[config.mk]
export PLATFORM = sky130hd
export DESIGN_NAME = pwmch_top
export DESIGN_NICKNAME = d
export VERILOG_FILES = /design/src/rtl/pwmch_pkg.sv /design/src/rtl/pwmch_prescaler.sv /design/src/rtl/pwmch_lindiv.sv /design/src/rtl/pwmch_core.sv /design/src/rtl/pwmch_top.sv
export SDC_FILE = /design/constraint.sdc
export NUM_CORES = 1
export LEC_CHECK = 0
export BUFFER_PORTS_ARGS = -buffer_cell sky130_fd_sc_hd__buf_2
export CAP_MARGIN = 20
export CORE_MARGIN = 1.5
export CORE_UTILIZATION = 50
export DETAILED_ROUTE_END_ITERATION = 7
export PLACE_DENSITY = 0.68
export REMOVE_ABC_BUFFERS = 1
export SYNTH_ARGS = -nofsm -noshare
export SYNTH_HDL_FRONTEND = slang
export SYNTH_HIERARCHICAL = 1
export SYNTH_SLANG_ARGS = --single-unit
[constraint.sdc]
create_clock -name clk -period 4.9 [get_ports clk]
set_input_delay 0.245 -clock clk [delete_from_list [all_inputs] [get_ports clk]]
set_output_delay 0.245 -clock clk [all_outputs]
set_load 0.05 [all_outputs]
[src/rtl/pwmch_pkg.sv]
package pwmch_pkg;
   typedef enum logic {
      ALIGN_LEFT   = 1'b0,
      ALIGN_CENTER = 1'b1
   } align_e;

   localparam int NUM_LIN_DIV = 2;
endpackage

[src/rtl/pwmch_prescaler.sv]
// Free-running power-of-two tick generator: tick[k] pulses once every 2^k clocks.
module pwmch_prescaler #(
   parameter int STAGES = 11
) (
   input  logic              clk,
   input  logic              rst_n,
   output logic [STAGES-1:0] tick
);
   localparam int CW = (STAGES > 1) ? STAGES - 1 : 1;

   logic [CW-1:0] pre_cnt;

   if (STAGES < 1) begin : g_bad_stages
      $error("pwmch_prescaler: STAGES must be at least 1");
   end

   always_ff @(posedge clk or negedge rst_n) begin
      if (!rst_n) pre_cnt <= '0;
      else        pre_cnt <= pre_cnt + 1'b1;
   end

   for (genvar k = 0; k < STAGES; k++) begin : g_tap
      if (k == 0) begin : g_unit
         assign tick[k] = 1'b1;
      end else begin : g_pow
         assign tick[k] = &pre_cnt[k-1:0];

         AST_PRE_SPACING: assert property (@(posedge clk) disable iff (!rst_n)
            tick[k] |=> !tick[k]);
      end
   end
endmodule

[src/rtl/pwmch_lindiv.sv]
// Linear divider: ratio N gives one tick every N clocks, N = 0 stops it.
module pwmch_lindiv #(
   parameter int W = 8
) (
   input  logic         clk,
   input  logic         rst_n,
   input  logic         load,
   input  logic [W-1:0] load_val,
   output logic         tick
);
   logic [W-1:0] ratio_q;
   logic [W-1:0] phase_q;

   if (W < 1) begin : g_bad_w
      $error("pwmch_lindiv: W must be at least 1");
   end

   always_ff @(posedge clk or negedge rst_n) begin
      if (!rst_n) begin
         ratio_q <= '0;
         phase_q <= '0;
      end else if (load) begin
         ratio_q <= load_val;
         phase_q <= '0;
      end else if (ratio_q != '0) begin
         phase_q <= tick ? '0 : phase_q + 1'b1;
      end
   end

   assign tick = (ratio_q != '0) && (phase_q == ratio_q - 1'b1);

   AST_DIV_GAP: assert property (@(posedge clk) disable iff (!rst_n)
      (tick && ratio_q > 1 && !load) |=> !tick);
   AST_DIV_IDLE: assert property (@(posedge clk) disable iff (!rst_n)
      (ratio_q == '0 && !load) |=> $stable(phase_q));
endmodule

[src/rtl/pwmch_core.sv]
// Channel counter, shadowed period/duty and output compare.
module pwmch_core
   import pwmch_pkg::*;
#(
   parameter int CNT_W = 16
) (
   input  logic             clk,
   input  logic             rst_n,
   input  logic             enable,
   input  logic             tick,
   input  align_e           align,
   input  logic             start_high,
   input  logic             period_we,
   input  logic [CNT_W-1:0] period_wdata,
   input  logic             duty_we,
   input  logic [CNT_W-1:0] duty_wdata,
   output logic             pwm_out
);
   logic             en_q;
   logic [CNT_W-1:0] per_sh, duty_sh;
   logic [CNT_W-1:0] per_act, duty_act;
   logic [CNT_W-1:0] cnt;
   logic             dir_down;
   logic [CNT_W-1:0] per_eff;
   logic             at_top;
   logic             boundary;

   if (CNT_W < 2) begin : g_bad_w
      $error("pwmch_core: CNT_W must be at least 2");
   end

   assign per_eff  = (per_act == '0) ? CNT_W'(1) : per_act;
   assign at_top   = (cnt == per_eff - 1'b1);
   assign boundary = tick && ((align == ALIGN_LEFT) ? at_top : (dir_down && cnt == '0));

   always_ff @(posedge clk or negedge rst_n) begin
      if (!rst_n) en_q <= 1'b0;
      else        en_q <= enable;
   end

   always_ff @(posedge clk or negedge rst_n) begin
      if (!rst_n) begin
         per_sh  <= '0;
         duty_sh <= '0;
      end else begin
         if (period_we) per_sh  <= period_wdata;
         if (duty_we)   duty_sh <= duty_wdata;
      end
   end

   always_ff @(posedge clk or negedge rst_n) begin
      if (!rst_n) begin
         per_act  <= '0;
         duty_act <= '0;
      end else if (!en_q || boundary) begin
         per_act  <= per_sh;
         duty_act <= duty_sh;
      end
   end

   always_ff @(posedge clk or negedge rst_n) begin
      if (!rst_n) begin
         cnt      <= '0;
         dir_down <= 1'b0;
      end else if (!en_q) begin
         cnt      <= '0;
         dir_down <= 1'b0;
      end else if (align == ALIGN_LEFT) begin
         dir_down <= 1'b0;
         if (tick) cnt <= at_top ? '0 : cnt + 1'b1;
      end else if (tick) begin
         if (!dir_down) begin
            if (at_top) dir_down <= 1'b1;
            else        cnt      <= cnt + 1'b1;
         end else begin
            if (cnt == '0) dir_down <= 1'b0;
            else           cnt      <= cnt - 1'b1;
         end
      end
   end

   assign pwm_out = en_q ? ((cnt < duty_act) ? start_high : !start_high) : start_high;

   AST_CNT_RANGE: assert property (@(posedge clk) disable iff (!rst_n)
      en_q |-> (cnt < per_eff));
   AST_CNT_FROZEN: assert property (@(posedge clk) disable iff (!rst_n)
      (en_q && !tick) |=> $stable(cnt));
   AST_IDLE_CLEAR: assert property (@(posedge clk) disable iff (!rst_n)
      !en_q |=> (cnt == '0));
   AST_DUTY_SHADOW: assert property (@(posedge clk) disable iff (!rst_n)
      (en_q && !boundary) |=> $stable(duty_act));
   AST_PER_SHADOW: assert property (@(posedge clk) disable iff (!rst_n)
      (en_q && !boundary) |=> $stable(per_act));
   AST_LEFT_UP: assert property (@(posedge clk) disable iff (!rst_n)
      (align == ALIGN_LEFT) |=> !dir_down);
endmodule

[src/rtl/pwmch_top.sv]
module pwmch_top
   import pwmch_pkg::*;
#(
   parameter int STAGES = 11,
   parameter int SEL_W  = 4,
   parameter int CNT_W  = 16,
   parameter int DIV_W  = 8,
   localparam int MODE_W = SEL_W + 2
) (
   input  logic              clk,
   input  logic              rst_n,
   input  logic              enable,
   input  logic              mode_we,
   input  logic [MODE_W-1:0] mode_wdata,
   input  logic              period_we,
   input  logic [CNT_W-1:0]  period_wdata,
   input  logic              duty_we,
   input  logic [CNT_W-1:0]  duty_wdata,
   input  logic              diva_we,
   input  logic              divb_we,
   input  logic [DIV_W-1:0]  div_wdata,
   output logic              pwm_out
);
   typedef struct packed {
      logic              start_high;
      align_e            align;
      logic [SEL_W-1:0]  clk_sel;
   } mode_t;

   mode_t                  mode_q;
   logic [STAGES-1:0]      pre_tick;
   logic [NUM_LIN_DIV-1:0] div_load;
   logic [NUM_LIN_DIV-1:0] div_tick;
   logic                   chan_tick;

   if (STAGES < 1 || STAGES + NUM_LIN_DIV > (1 << SEL_W)) begin : g_bad_sel
      $error("pwmch_top: SEL_W too narrow for STAGES plus dividers");
   end

   always_ff @(posedge clk or negedge rst_n) begin
      if (!rst_n)       mode_q <= '0;
      else if (mode_we) mode_q <= mode_t'(mode_wdata);
   end

   pwmch_prescaler #(.STAGES(STAGES)) u_pre (
      .clk   (clk),
      .rst_n (rst_n),
      .tick  (pre_tick)
   );

   assign div_load = {divb_we, diva_we};

   for (genvar d = 0; d < NUM_LIN_DIV; d++) begin : g_div
      pwmch_lindiv #(.W(DIV_W)) u_div (
         .clk      (clk),
         .rst_n    (rst_n),
         .load     (div_load[d]),
         .load_val (div_wdata),
         .tick     (div_tick[d])
      );
   end

   always_comb begin
      chan_tick = 1'b0;
      for (int k = 0; k < STAGES; k++) begin
         if (mode_q.clk_sel == SEL_W'(k)) chan_tick = pre_tick[k];
      end
      for (int d = 0; d < NUM_LIN_DIV; d++) begin
         if (mode_q.clk_sel == SEL_W'(STAGES + d)) chan_tick = div_tick[d];
      end
   end

   pwmch_core #(.CNT_W(CNT_W)) u_core (
      .clk          (clk),
      .rst_n        (rst_n),
      .enable       (enable),
      .tick         (chan_tick),
      .align        (mode_q.align),
      .start_high   (mode_q.start_high),
      .period_we    (period_we),
      .period_wdata (period_wdata),
      .duty_we      (duty_we),
      .duty_wdata   (duty_wdata),
      .pwm_out      (pwm_out)
   );

   AST_NO_TICK_SRC: assert property (@(posedge clk) disable iff (!rst_n)
      (mode_q.clk_sel >= SEL_W'(STAGES + NUM_LIN_DIV)) |-> !chan_tick);
endmodule

Yosys cells after proc, flatten, opt, wreduce, memory -nomap -nowiden
Cells that the tools add are included.
Cells by class
  bitwise gates (word level): 0
  multiply operators: 0
  reductions and logical operators: 24
  multiplexer cells: 37
  div/mod/pow operators: 0
  eq/ne operators: 19
  add/sub/neg operators: 8
  shift-type cells: 0
  order comparisons: 1
Operator list (count)
  16-bit two-way mux: 9
  8-bit two-way mux: 6
  16-bit logical NOT: 2
  16-bit by 1-bit subtractor with 16-bit output, second input constant: 2
  1-bit two-way mux: 22
  4-bit == test, second input constant: 5
  16-bit by 1-bit adder with 16-bit output, second input constant: 1
  8-bit by 1-bit adder with 8-bit output, second input constant: 2
  16-bit == test: 1
  4-bit by 3-bit == test with 1-bit output, second input constant: 4
  8-bit == test: 2
  16-bit < comparator: 1
  8-bit nonzero test: 2
  8-bit by 1-bit subtractor with 8-bit output, second input constant: 2
  10-bit by 1-bit adder with 10-bit output, second input constant: 1
  10-bit AND reduction: 1
  9-bit AND reduction: 1
  4-bit by 2-bit == test with 1-bit output, second input constant: 2
  4-bit != test, second input constant: 2
  8-bit AND reduction: 1
  7-bit AND reduction: 1
  3-bit AND reduction: 2
  6-bit AND reduction: 1
  5-bit AND reduction: 1
  other kinds (10): 15
Storage, ports and cells
  bits in latches: 0
  bits of input ports: 54
  logic and storage cells: 104
  bits in registers: 130
  memories kept: 0
  output and inout port bits: 1
  RAM bits: 0
  memory bits (read-only): 0

Depth between registers and ports, before layout
  depth in word-level cells: 17
  gate-level depth with buffers: 16
  gate-level depth less buffers: 13

Modules after synthesis
The synthesis kept the hierarchy.
Modules (own cells, without submodules)
  pwmch_core: times used 1, area an instance 4926.0 sq um, seq. area each 2052.0 sq um, cells an instance 460
  pwmch_lindiv: times used 2, area an instance 1044.8 sq um, seq. area each 400.4 sq um, cells an instance 100
  pwmch_prescaler: times used 1, area an instance 452.9 sq um, seq. area each 250.2 sq um, cells an instance 35
  pwmch_top: times used 1, area an instance 352.8 sq um, seq. area each 150.1 sq um, cells an instance 26

Worst setup path after synthesis
No wires, ideal clock.
  path type: register to register
  start: reg g_div[1].u_div.ratio_q[3]
  end: reg u_core.cnt[11]
  buffers on the path: 3
  data required time: 4.779 ns
  stages on the path, launching flop included: 15
  setup time: 0.121 ns
  setup slack: 1.025 ns
  clock period less this slack: 3.875 ns
  arrival time: 3.754 ns
  cell sequence: dfrtp_1 buf_6 or3_2 o21ai_0 nand4b_2 a2111oi_4 mux2i_1 mux4_2 mux2i_1 nand2_1 o21ai_1 clkbuf_1 clkbuf_1 o21ai_0 a22o_1
Between the ends
  cells in the longest elaborated chain, start to end: 6
  elaborated cells between the ends (all ways): 7
  those cells by class: add/sub (1); eq/ne (2); mux (1); reduce/logical (3)
Ends and longest elaborated chain
  start: declaration: line pwmch_lindiv.sv:11  | logic [W-1:0] ratio_q;
  start signal: assignment: line pwmch_lindiv.sv:23  | ratio_q <= load_val;
  8-bit by 1-bit subtractor with 8-bit output: line pwmch_lindiv.sv:30  | assign tick = (ratio_q != '0) && (phase_q == ratio_q - 1'b1);
  8-bit == test: line pwmch_lindiv.sv:30
  1-bit logical AND *: line pwmch_lindiv.sv:30
  named net div_tick[1]: line pwmch_top.sv:33  | logic [NUM_LIN_DIV-1:0] div_tick;
  1-bit two-way mux *: line pwmch_top.sv:69  | if (mode_q.clk_sel == SEL_W'(STAGES + d)) chan_tick = div_tick[d];
  named net chan_tick: line pwmch_top.sv:34  | logic chan_tick;
  2-bit by 1-bit != test with 1-bit output (no source line) *
  3-bit AND reduction (no source line) *
  end signal: assignment: line pwmch_core.sv:70  | if (tick) cnt <= at_top ? '0 : cnt + 1'b1;
  end signal: assignment: line pwmch_core.sv:74  | else cnt <= cnt + 1'b1;
  end signal: assignment: line pwmch_core.sv:77  | else cnt <= cnt - 1'b1;
  end: declaration: line pwmch_core.sv:22  | logic [CNT_W-1:0] cnt;
The timed path passes the listed nets; every way through them passes the cells marked *.
A chain may end at the register's enable or synchronous reset.

Worst setup path after layout
  start: reg u_core.per_act[7]
  end: reg u_core.duty_act[0]
Between the ends
  cells in the longest elaborated chain, start to end: 7
Ends and longest elaborated chain
  start: declaration: line pwmch_core.sv:21  | logic [CNT_W-1:0] per_act, duty_act;
  start signal: assignment: line pwmch_core.sv:56  | per_act <= per_sh;
  16-bit logical NOT: line pwmch_core.sv:32  | assign per_eff = (per_act == '0) ? CNT_W'(1) : per_act;
  16-bit two-way mux *: line pwmch_core.sv:32
  16-bit by 1-bit subtractor with 16-bit output *: line pwmch_core.sv:33  | assign at_top = (cnt == per_eff - 1'b1);
  16-bit == test *: line pwmch_core.sv:33
  1-bit two-way mux *: line pwmch_core.sv:34  | assign boundary = tick && ((align == ALIGN_LEFT) ? at_top : (dir_down && cnt == '0));
  1-bit logical AND *: line pwmch_core.sv:34
  1-bit logical OR *: line pwmch_core.sv:55  | end else if (!en_q || boundary) begin
  end signal: assignment: line pwmch_core.sv:57  | duty_act <= duty_sh;
  end: declaration: line pwmch_core.sv:21
Mark *: on every way between the ends. The rest lies on a longest branch, timed or not.

==> flow_summary.toml <==
[outcome]
status = "completed"

[synth]
ys_types = 81
synthCells = 721
synthFlopType = "dfrtp_1"
synthesis.area_um2 = 7820
synth_area_per_cell_um2 = 10.8
ys_warn_count = 6
async_flop_share_pct = 100
ys_seq_area_share_pct = 41.6
synth-edff-count = 0
ys_ff_latch = 130

[global_route]
antenna_found_initial = 0
use_met1_pct = 28.0
use_met2_pct = 36.8
grt_pass1_vias = 5778
grt_busiest_layer = "met2"
grt_use_total_pct = 21.9
grt_max_degree = 80
grt_pass1_wl_um = 28200
use_met3_pct = 4.13
overflow = 0

[placement]
dp_hpwl_um = 11900
place_congestion = 0.927
place_ws_ps = 418
port_buffers = 54

[route]
ant_nets = 0
first_iter_violations = 387
totalWireLength_um = 16600
vias_per_cell = 5.84
drc = 0
wl_per_cell_um = 16.8
first_pass_iters = 5
vias = 5749

[floorplanning]
die-height_um = 128
io_pins = 55
num_rows = 45
die_x_um = 128
fp.coreArea_um2 = 15300
start_util_pct = 51.3
dieArea_um2 = 16400

[hold_path]
hp-class = "input port to register"

[setup_path]
reg2reg_setup_slack_ps = 300
cp-start-kind = "register"
critical_path_required_ps = 5210
max_stage_delay_ps = 550
critical-path-slowest-cell = "or3_1"
worstSetupPathType = "register to register"
endpoint_kind = "register"
worstPathCellList = "nor3_1 -> and4_1 -> a21oi_1 -> ha_1 -> nor4b_2 -> nand4_1 -> or3_4 -> a2111oi_4 -> nand4_2 -> or3_1 -> nand2_4 -> a21boi_4 -> buf_4 -> mux2_1"
path_max_fanout = 32
crit_arrival_ps = 4910

[sta]
relSlewSlack_pct = 34.3
rsz0062_at_grt = "no"
setup_ws_ps = 296
worst_pin_slew_ps = 985
tns_ps = 0
fmax_mhz = 217
finalHoldViolCount = 0
slew_violations = 0
finalCritPeriodShare_pct = 94.0
finalSetupViolations = 0
fin_skew_ps = 16.3
period_needed_ps = 4600

[finish]
regArea_um2 = 3250
finish.utilization_pct = 57.4
nNetsFinal = 841
multiInputGateArea_um2 = 4200
fillers = 1241
syn2layout_area_growth_pct = 12.1
num_antenna_cells = 0
final_layout_size_suffix_gt1_share_pct = 26.9

[power]
peakVddDrop_mv = 0.254
p_per_area_nw_per_um2 = 342
p_leak_nw = 3.95

[cts]
htree_levels = 4
clock_tree.root_cell = "clkbuf_16"
cts-buffers-inserted = 17
cts_buffer_depth = 2
cts.clk_slew.worst_paths_ps = 60
clock_latency_ps = 430
cts_tree = "yes"
clock-sinks = 130

[run]
drv_cap = 0
## final cells by class
| type | count | share of cell area (%) |
|---|---|---|
| well taps | 211 | 3.01 |
| inverters | 35 | 1.50 |
| multi-input cells | 515 | 47.9 |
| clock inverters | 14 | 1.77 |
| clock buffers | 18 | 4.90 |
| flip-flops and latches | 130 | 37.1 |
| repair buffers | 61 | 3.77 |
## cells in the mapped netlist, types with 6 or more instances
cell | instances | area [um^2]
dfrtp_1 | 130 | 3250
mux2_2 | 49 | 552
nand2_1 | 40 | 150
xnor2_1 | 36 | 315
inv_1 | 35 | 131
nor2_1 | 33 | 124
mux2_4 | 30 | 450
ha_1 | 27 | 338
o21ai_0 | 25 | 125
clkbuf_1 | 23 | 86.3
a21oi_1 | 20 | 100
and3_1 | 20 | 125
nand3_1 | 19 | 95.1
nor3_1 | 16 | 80.1
a22o_1 | 14 | 123
nor2b_1 | 14 | 87.6
o31ai_1 | 13 | 97.6
xor2_1 | 12 | 105
a32o_1 | 10 | 100
buf_6 | 9 | 101
mux2i_1 | 9 | 90.1
nand2b_1 | 9 | 56.3
nand4_1 | 7 | 43.8
nor4_1 | 7 | 43.8
or3_2 | 6 | 45.0
## through the flow
stage | power (mW) | hold slack [ps] | area [um^2] | cells
floorplan | 1.62 | -50.6 | 7590 | 680
detailed placement | 1.77 | 378 | 8160 | 950
CTS | 3.03 | 30.0 | 8760 | 984
finish | 3.00 | 47.9 | 8760 | 984
global placement | 1.74 | 374 | 8160 | 950
global route | 3.15 | 37.6 | 8760 | 984
## metal layers
metal  vias up  part of all wire, %
met2       216                   49
met4         0                  2.3
li1       2707                    -
met1      2784                   44
met3        42                  4.7
met5         -                    0
## cells in the final DEF, fill, tap and decap left out, types with 19 or more instances in the layout
master	instances
xnor2_1	36
dfrtp_1	130
and3_1	20
nand2_1	40
nand3_1	19
nor2_1	33
inv_1	35
mux2_2	49
buf_2	53
mux2_4	30
ha_1	27
a21oi_1	20
o21ai_0	25
## state kept, by name (all words and copies together), names as in the netlist
signal	cells
u_core/en_q	1
g_div.u_div/phase_q	16
u_core/per_act	16
u_core/duty_act	16
g_div.u_div/ratio_q	16
u_pre/pre_cnt	10
u_core/per_sh	16
mode_q	6
u_core/cnt	16
u_core/dir_down	1
u_core/duty_sh	16
## worst max-delay path: cells and delay by family (launching register included)
family	cells	cell delay (ps)
AOI/OAI and AO/OA	3	640
adders and majority gates	1	230
buffers and inverters	1	330
DFF	1	440
muxes	1	380
and+or+nand+nor	8	2440
## power breakdown
| part | total, mW | internal [mW] | switching, mW |
|---|---|---|---|
| clock | 1.24 | 0.754 | 0.488 |
| combinational | 0.480 | 0.247 | 0.233 |
| sequential | 1.28 | 1.17 | 0.110 |
| total | 3.00 | 2.17 | 0.831 |
## cells by family after synthesis
logic type / share of synthesized area (%)
xor gates and xnor gates: 5.38
DFF: 41.6
and+or+nand+nor: 15.7
muxes: 15.0
other: 0.0479
adders and majority gates: 4.32
buffers and inverters: 4.69
AOI/OAI and AO/OA: 13.3
## path summary, 6_finish.rpt
check	start	endpoint	depth (start not counted)
hold reg to reg	u_core/duty_sh[1]	u_core/duty_act[1]	1
hold / removal	period_wdata[9]	u_core/per_sh[9]	2
setup / recovery	u_core/per_act[7]	u_core/duty_act[0]	14
max in group asynchronous	rst_n	u_core/duty_sh[6]	3
setup reg to reg	u_core/per_act[7]	u_core/duty_act[0]	14
min in group asynchronous	rst_n	g_div[0].u_div/ratio_q[1]	3
## timing repair
action | 4_1_cts | 5_1_grt
setup buffers | 0 | 0
gates resized for setup | 0 | 0
endpoints found under the hold margin | 52 | 0
hold buffers | 2 | 0
Power figures use the tool's default switching activity.
